[config.mk]
export PLATFORM = sky130hd
export DESIGN_NAME = sar_conv_ctrl
export DESIGN_NICKNAME = d
export VERILOG_FILES = /design/src/rtl/sar_conv_pkg.sv /design/src/rtl/sar_step_sequencer.sv /design/src/rtl/sar_trial_register.sv /design/src/rtl/sar_result_latch.sv /design/src/rtl/sar_conv_ctrl.sv
export SDC_FILE = /design/constraint.sdc
export NUM_CORES = 1
export LEC_CHECK = 0
export BUFFER_PORTS_ARGS = -buffer_cell sky130_fd_sc_hd__buf_2
export CAP_MARGIN = 15
export CELL_PAD_IN_SITES_DETAIL_PLACEMENT = 1
export CELL_PAD_IN_SITES_GLOBAL_PLACEMENT = 1
export CORE_ASPECT_RATIO = 0.7
export CORE_MARGIN = 2
export CORE_UTILIZATION = 45
export DETAILED_ROUTE_END_ITERATION = 16
export PLACE_DENSITY_LB_ADDON = 0.15
export SYNTH_ARGS = -nofsm -noshare
export SYNTH_HDL_FRONTEND = slang
export SYNTH_SLANG_ARGS = --single-unit
[constraint.sdc]
create_clock -name clk -period 5.1 [get_ports clk]
set_input_delay 1.02 -clock clk [delete_from_list [all_inputs] [get_ports clk]]
set_output_delay 1.02 -clock clk [all_outputs]
set_load 0.03 [all_outputs]
[src/rtl/sar_conv_pkg.sv]
// Shared types for the successive approximation controller.
// Assumes nothing beyond a single clock domain.
package sar_conv_pkg;

    // Phases of one conversion
    typedef enum logic [1:0] {
        PH_IDLE   = 2'd0,
        PH_TRACK  = 2'd1,
        PH_TRIAL  = 2'd2,
        PH_CLOSE  = 2'd3
    } phase_t;

    // Largest of four step lengths, used to size the phase counter
    function automatic int max_of4(input int a, input int b, input int c, input int d);
        int m;
        m = a;
        if (b > m) m = b;
        if (c > m) m = c;
        if (d > m) m = d;
        return m;
    endfunction

endpackage

[src/rtl/sar_step_sequencer.sv]
// Timeline sequencer: walks idle -> track -> bit trials -> close -> idle.
// Issues one-clock strobes that tell the trial register when to clear,
// when to open the MSB trial, when to decide a bit, and when the result
// is final. Assumes start_i is synchronous to clk.
module sar_step_sequencer
    import sar_conv_pkg::*;
#(
    parameter int WIDTH       = 8,
    parameter int TRACK_CLKS  = 12,
    parameter int MSB_CLKS    = 4,
    parameter int BIT_CLKS    = 2,
    parameter int CLOSE_CLKS  = 2
) (
    input  logic                     clk,
    input  logic                     rst_n,
    input  logic                     start_i,
    output phase_t                   phase_o,
    output logic                     clear_o,
    output logic                     open_o,
    output logic                     decide_o,
    output logic [$clog2(WIDTH)-1:0] bit_idx_o,
    output logic                     final_o
);

    localparam int MAX_CLKS = max_of4(TRACK_CLKS, MSB_CLKS, BIT_CLKS, CLOSE_CLKS);
    localparam int CNT_W    = $clog2(MAX_CLKS + 1);
    localparam int IDX_W    = $clog2(WIDTH);

    phase_t            phase_q;
    logic [CNT_W-1:0]  cnt_q;
    logic [IDX_W-1:0]  idx_q;
    logic [CNT_W-1:0]  step_last;
    logic              track_end;

    // Length of the current bit trial minus one: MSB step is longer
    always_comb begin
        if (idx_q == IDX_W'(WIDTH - 1))
            step_last = CNT_W'(MSB_CLKS - 1);
        else
            step_last = CNT_W'(BIT_CLKS - 1);
    end

    // Strobes decoded from the registered phase and counter
    always_comb begin
        clear_o   = (phase_q == PH_IDLE) && start_i;
        track_end = (phase_q == PH_TRACK) && (cnt_q == CNT_W'(TRACK_CLKS - 1));
        open_o    = track_end;
        decide_o  = (phase_q == PH_TRIAL) && (cnt_q == step_last);
        final_o   = (phase_q == PH_CLOSE) && (cnt_q == CNT_W'(CLOSE_CLKS - 1));
    end

    // Phase, step counter and bit index advance
    always_ff @(posedge clk) begin
        if (!rst_n) begin
            phase_q <= PH_IDLE;
            cnt_q   <= '0;
            idx_q   <= '0;
        end else begin
            unique case (phase_q)
                PH_IDLE: begin
                    cnt_q <= '0;
                    if (start_i) phase_q <= PH_TRACK;
                end
                PH_TRACK: begin
                    if (track_end) begin
                        phase_q <= PH_TRIAL;
                        cnt_q   <= '0;
                        idx_q   <= IDX_W'(WIDTH - 1);
                    end else begin
                        cnt_q <= cnt_q + 1'b1;
                    end
                end
                PH_TRIAL: begin
                    if (decide_o) begin
                        cnt_q <= '0;
                        if (idx_q == '0) phase_q <= PH_CLOSE;
                        else             idx_q   <= idx_q - 1'b1;
                    end else begin
                        cnt_q <= cnt_q + 1'b1;
                    end
                end
                PH_CLOSE: begin
                    if (final_o) begin
                        phase_q <= PH_IDLE;
                        cnt_q   <= '0;
                    end else begin
                        cnt_q <= cnt_q + 1'b1;
                    end
                end
                default: phase_q <= PH_IDLE;
            endcase
        end
    end

    assign phase_o   = phase_q;
    assign bit_idx_o = idx_q;

    // an accepted start opens the tracking window at count zero
    p_track_opens_r2: assert property (@(posedge clk) disable iff (!rst_n)
        clear_o |=> (phase_q == PH_TRACK) && (cnt_q == '0));

    // the first trial after tracking is the MSB
    p_msb_first_r3: assert property (@(posedge clk) disable iff (!rst_n)
        open_o |=> (phase_q == PH_TRIAL) && (idx_q == IDX_W'(WIDTH - 1)));

    // a running conversion never falls back to idle before its end
    p_no_restart_r8: assert property (@(posedge clk) disable iff (!rst_n)
        (phase_q != PH_IDLE) && !final_o |=> (phase_q != PH_IDLE));

    // bit index only moves downward, one step at a time
    p_idx_descends_r4: assert property (@(posedge clk) disable iff (!rst_n)
        (phase_q == PH_TRIAL) && decide_o && (idx_q != '0) |=> (idx_q == $past(idx_q) - 1'b1));

endmodule

[src/rtl/sar_trial_register.sv]
// Successive approximation register: holds the trial code sent to the DAC.
// On open it sets the MSB; on each decide it keeps or clears the bit under
// test from the comparator and sets the next lower bit. Assumes cmp_i is
// stable around the clock edge on which decide_i is high.
module sar_trial_register #(
    parameter int WIDTH = 8
) (
    input  logic                     clk,
    input  logic                     rst_n,
    input  logic                     clear_i,
    input  logic                     open_i,
    input  logic                     decide_i,
    input  logic [$clog2(WIDTH)-1:0] bit_idx_i,
    input  logic                     cmp_i,
    output logic [WIDTH-1:0]         trial_o
);

    localparam int IDX_W = $clog2(WIDTH);

    logic [WIDTH-1:0] trial_q;
    logic [WIDTH-1:0] trial_d;

    // Next trial code from the current strobe
    always_comb begin
        trial_d = trial_q;
        if (clear_i) begin
            trial_d = '0;
        end else if (open_i) begin
            trial_d[WIDTH-1] = 1'b1;
        end else if (decide_i) begin
            if (!cmp_i) trial_d[bit_idx_i] = 1'b0;
            if (bit_idx_i != '0) trial_d[bit_idx_i - IDX_W'(1)] = 1'b1;
        end
    end

    // Trial code register
    always_ff @(posedge clk) begin
        if (!rst_n) trial_q <= '0;
        else        trial_q <= trial_d;
    end

    assign trial_o = trial_q;

    // a high comparator on a decide edge keeps the bit under test
    p_keep_bit_r5: assert property (@(posedge clk) disable iff (!rst_n)
        decide_i && cmp_i |=> trial_q[$past(bit_idx_i)]);

    // a low comparator on a decide edge clears the bit under test
    p_drop_bit_r5: assert property (@(posedge clk) disable iff (!rst_n)
        decide_i && !cmp_i |=> !trial_q[$past(bit_idx_i)]);

    // a decision touches at most the tested bit and the next one
    p_two_bits_r4: assert property (@(posedge clk) disable iff (!rst_n)
        decide_i |=> ($countones(trial_q ^ $past(trial_q)) <= 2));

    // outside a strobe the trial code holds
    p_hold_r5: assert property (@(posedge clk) disable iff (!rst_n)
        !clear_i && !open_i && !decide_i |=> $stable(trial_q));

endmodule

[src/rtl/sar_result_latch.sv]
// Captures the final trial code when the close step ends and raises a
// one-clock done pulse. Assumes final_i is a single-clock strobe.
module sar_result_latch #(
    parameter int WIDTH = 8
) (
    input  logic             clk,
    input  logic             rst_n,
    input  logic             final_i,
    input  logic [WIDTH-1:0] trial_i,
    output logic [WIDTH-1:0] result_o,
    output logic             done_o
);

    // Result capture and done pulse
    always_ff @(posedge clk) begin
        if (!rst_n) begin
            result_o <= '0;
            done_o   <= 1'b0;
        end else begin
            done_o <= final_i;
            if (final_i) result_o <= trial_i;
        end
    end

    // done is a single-clock pulse
    p_done_pulse_r6: assert property (@(posedge clk) disable iff (!rst_n)
        done_o |=> !done_o);

    // the result moves only together with done
    p_result_with_done_r6: assert property (@(posedge clk) disable iff (!rst_n)
        !$stable(result_o) |-> done_o);

endmodule

[src/rtl/sar_conv_ctrl.sv]
// Top of the successive approximation conversion controller.
// Ties the timeline sequencer, the trial register and the result latch
// together and decodes the sample-and-hold control. Assumes an external
// comparator answers cmp_i = 1 when the analog input >= DAC(trial_o).
module sar_conv_ctrl
    import sar_conv_pkg::*;
#(
    parameter int WIDTH      = 8,
    parameter int TRACK_CLKS = 12,
    parameter int MSB_CLKS   = 4,
    parameter int BIT_CLKS   = 2,
    parameter int CLOSE_CLKS = 2
) (
    input  logic             clk,
    input  logic             rst_n,
    input  logic             start_i,
    input  logic             cmp_i,
    output logic [WIDTH-1:0] trial_o,
    output logic             track_o,
    output logic [WIDTH-1:0] result_o,
    output logic             done_o
);

    localparam int IDX_W = $clog2(WIDTH);

    phase_t           phase;
    logic             clear_s;
    logic             open_s;
    logic             decide_s;
    logic [IDX_W-1:0] bit_idx;
    logic             final_s;

    sar_step_sequencer #(
        .WIDTH      (WIDTH),
        .TRACK_CLKS (TRACK_CLKS),
        .MSB_CLKS   (MSB_CLKS),
        .BIT_CLKS   (BIT_CLKS),
        .CLOSE_CLKS (CLOSE_CLKS)
    ) seq_i (
        .clk       (clk),
        .rst_n     (rst_n),
        .start_i   (start_i),
        .phase_o   (phase),
        .clear_o   (clear_s),
        .open_o    (open_s),
        .decide_o  (decide_s),
        .bit_idx_o (bit_idx),
        .final_o   (final_s)
    );

    sar_trial_register #(
        .WIDTH (WIDTH)
    ) sar_i (
        .clk       (clk),
        .rst_n     (rst_n),
        .clear_i   (clear_s),
        .open_i    (open_s),
        .decide_i  (decide_s),
        .bit_idx_i (bit_idx),
        .cmp_i     (cmp_i),
        .trial_o   (trial_o)
    );

    sar_result_latch #(
        .WIDTH (WIDTH)
    ) res_i (
        .clk      (clk),
        .rst_n    (rst_n),
        .final_i  (final_s),
        .trial_i  (trial_o),
        .result_o (result_o),
        .done_o   (done_o)
    );

    // Sample-and-hold tracks only during the tracking window
    always_comb track_o = (phase == PH_TRACK);

    // the trial code is zero while the sample-and-hold tracks
    p_zero_while_track_r2: assert property (@(posedge clk) disable iff (!rst_n)
        track_o |-> (trial_o == '0));

    // done is only raised once the block is back in idle
    p_idle_at_done_r9: assert property (@(posedge clk) disable iff (!rst_n)
        done_o |-> (phase == PH_IDLE) && !track_o);

endmodule

==> flow_metrics.env <==
export IMPL_status="completed"
export IMPL_numClockSinks=26
export IMPL_grt_usage=0.222
export IMPL_skew_ns=0.00119
export IMPL_antenna_found_initial=0
export IMPL_rsz0062_at_grt="false"
export IMPL_num_rows=17
export IMPL_cts_resized=0
export IMPL_holdWs_ns=0.463
export IMPL_start_util=0.464
export IMPL_gp_congestion=0.817
export IMPL_p_clk_frac=0.250
export IMPL_layout_min_cycle_time_ns=2.44
export IMPL_p_int_uw=426
export IMPL_cp_startpoint="seq_i.bit_idx_o[0]$_SDFFE_PN0P_"
export IMPL_finalHoldViolations=0
export IMPL_grt_ovfl_total=0
export IMPL_synthCells=158
export IMPL_seqPwrFrac=0.376
export IMPL_critPathMaxFanout=12
export IMPL_fmax_ghz=0.409
export IMPL_yosys_warnings=0
export IMPL_grt_pass1_vias=1222
export IMPL_firstDrtPassIters=4
export IMPL_slew_headroom=0.600
export IMPL_worst_ep_required_time_ns=5.28
export IMPL_synth_edff_count=0
export IMPL_swShare=0.389
export IMPL_cp_end_kind="register"
export IMPL_insertion_delay_ns=0.28
export IMPL_cts_path_max_buffers=2
export IMPL_vias_per_cell=5.73
export IMPL_period_share=0.479
export IMPL_nFillCells=382
export IMPL_core_um2=3080
export IMPL_synth_avg_cell_area_um2=9.05
export IMPL_drive_gt1_frac=0.199
export IMPL_vias=1226
export IMPL_ctsHoldBuffers=0
export IMPL_finalSetupViolations=0
export IMPL_syn_area_um2=1430
export IMPL_synth_area_leaders="dfxtp_1, ha_1, nand2_1, a21boi_0, a32o_1"
export IMPL_vdd_drop_max_mv=0.304
export IMPL_tightest_slew_ns=0.596
export IMPL_cts_setup_buffers=0
export IMPL_cts_inserted_buffers=3
export IMPL_htreeDepth=1
export IMPL_leakage_nw=0.648
export IMPL_drc=0
export IMPL_critical_path_class="register to register"
export IMPL_combPwrFrac=0.374
export IMPL_die_y_um=51.2
export IMPL_async_flop_share=0
export IMPL_dp_hpwl_um=2770
export IMPL_cts_tree="done"
export IMPL_synth_cell_types=49
export IMPL_synth_top_cell_area_share=0.364
export IMPL_synth_yosys_seq_area_share=0.364
export IMPL_min_path_type="register to register"
export IMPL_synth_flop_cell="dfxtp_1"
export IMPL_synth_fp_nets=172
export IMPL_wirelength_um=3720
export IMPL_io_buffer_count=21
export IMPL_synthTopCellsByCount="dfxtp_1, nand2_1, nor2_1, a21boi_0, ha_1"
export IMPL_min_from="res_i.result_o[6]$_SDFFE_PN0P_"
export IMPL_final_nets=191
export IMPL_worst_setup_hold_path_clk_slew_ns=0.09
export IMPL_powerDensity_nw_per_um2=432
export IMPL_die_w_um=71.4
export IMPL_synth_seq_cells=26
export IMPL_clockRootBuffer="clkbuf_8"
export IMPL_grt_pass1_wl_um=6150
export IMPL_antenna_left=0
export IMPL_maxCapViolCount=0
export IMPL_fin_tns_setup_ns=0
export IMPL_wl_per_cell_um=17.4
export IMPL_synth_most_common_cell="dfxtp_1"
export IMPL_die_area_um2=3650
export IMPL_startpoint_type="register"
export IMPL_syn_to_final_growth_pct=12.7
export IMPL_switchingPower_uw=271
export IMPL_critPathArrivalTime_ns=2.62
export IMPL_rr_startpoint="seq_i.bit_idx_o[0]$_SDFFE_PN0P_"
export IMPL_io_pins=22
export IMPL_slew_violations=0
export IMPL_grt_max_degree=18
export IMPL_num_antenna_cells=0
export IMPL_synth_top_cell_by_area="dfxtp_1"
export IMPL_drtIter0Drc=46
-- layout by cell type (no fill, tap or decap), drive strengths merged, types with 2 or more instances in the layout --
cell type	n
or3b	2
nand3	5
ha	10
nand2b	4
clkbuf	3
nor3	6
and3	2
nor2	11
nor4	2
nand4	3
dfxtp	26
a21boi	11
mux2i	2
buf	21
a32o	6
nand2	22
and2	2
o221a	2
a21oi	2
nor2b	3
inv	6
nor3b	2
o21ai	3
-- through the flow --
stage / worst slack (ns) / utilization / cells / area, µm² / power [mW]
floorplan: 3.11 / - / 158 / 1430 / 0.451
global route: 2.50 / 0.523 / 214 / 1610 / 0.742
CTS: 2.69 / 0.523 / 214 / 1610 / 0.700
detailed placement: 2.62 / 0.499 / 210 / 1540 / 0.522
finish: 2.66 / 0.523 / 214 / 1610 / 0.697
global placement: 2.71 / 0.499 / 210 / 1540 / 0.508
-- kinds of logic after synthesis --
| kind of cell | Yosys count | synth area share |
|---|---|---|
| XOR/XNOR | 2 | 0.0123 |
| multiplexers | 2 | 0.0140 |
| AND/OR/NAND/NOR | 68 | 0.263 |
| adder cells (fa/ha/maj) | 10 | 0.0875 |
| flip-flops | 26 | 0.364 |
| buffers and inverters | 14 | 0.0481 |
| AO/OA/AOI/OAI | 36 | 0.211 |
-- area by class of cell --
class | instances | area, µm² | area share
Sequential cell | 26 | 520 | 0.323
Multi-Input combinational cell | 118 | 841 | 0.522
Tap cell | 38 | 47.5 | 0.0295
Timing Repair Buffer | 21 | 105 | 0.0652
Clock inverter | 1 | 30.0 | 0.0186
Clock buffer | 3 | 41.3 | 0.0256
Inverter | 7 | 26.3 | 0.0163
-- power groups by stage --
| stage | registers (mW) | logic, mW | clock network (mW) |
|---|---|---|---|
| final | 0.262 | 0.261 | 0.174 |
| after global routing | 0.266 | 0.291 | 0.184 |
| after CTS | 0.260 | 0.261 | 0.178 |
| after detailed placement | 0.265 | 0.257 | 0 |
| after global placement | 0.261 | 0.247 | 0 |
| after floorplan | 0.242 | 0.209 | 0 |
-- path summary, 6_finish.rpt --
kind,end,slack (ns),depth (start not counted)
worst max-delay path,seq_i.bit_idx_o[0]$_SDFFE_PN0P_,2.66,6
worst min-delay path,res_i.result_o[6]$_SDFFE_PN0P_,0.46,2
worst max register to register,seq_i.bit_idx_o[0]$_SDFFE_PN0P_,2.66,6
worst min register to register,res_i.result_o[6]$_SDFFE_PN0P_,0.46,2
-- per-layer routing --
layer  global-route usage  up-vias  part of all wire
li1                     -      609                 -
met1                0.293      592              0.50
met2                0.366       20              0.44
met3               0.0533        5             0.044
met4               0.0566        0            0.0081
met5                    0        -                 0
-- critical path, cell delays in order (launching register included) --
cell and delay, ns:
dfxtp_1 0.62, clkinv_1 0.40, ha_1 0.35, nand2b_1 0.13, o2111ai_1 0.21, or3b_2 0.50
o211a_1 0.13
-- flip-flops by register name, indices dropped and copies added (netlist names) --
register,cells
res_i.result_o,8
sar_i.trial_o,8
seq_i.cnt_q,4
seq_i.bit_idx_o,3
seq_i.phase_o,2
res_i.done_o,1
(Power assumes the default switching activity.)
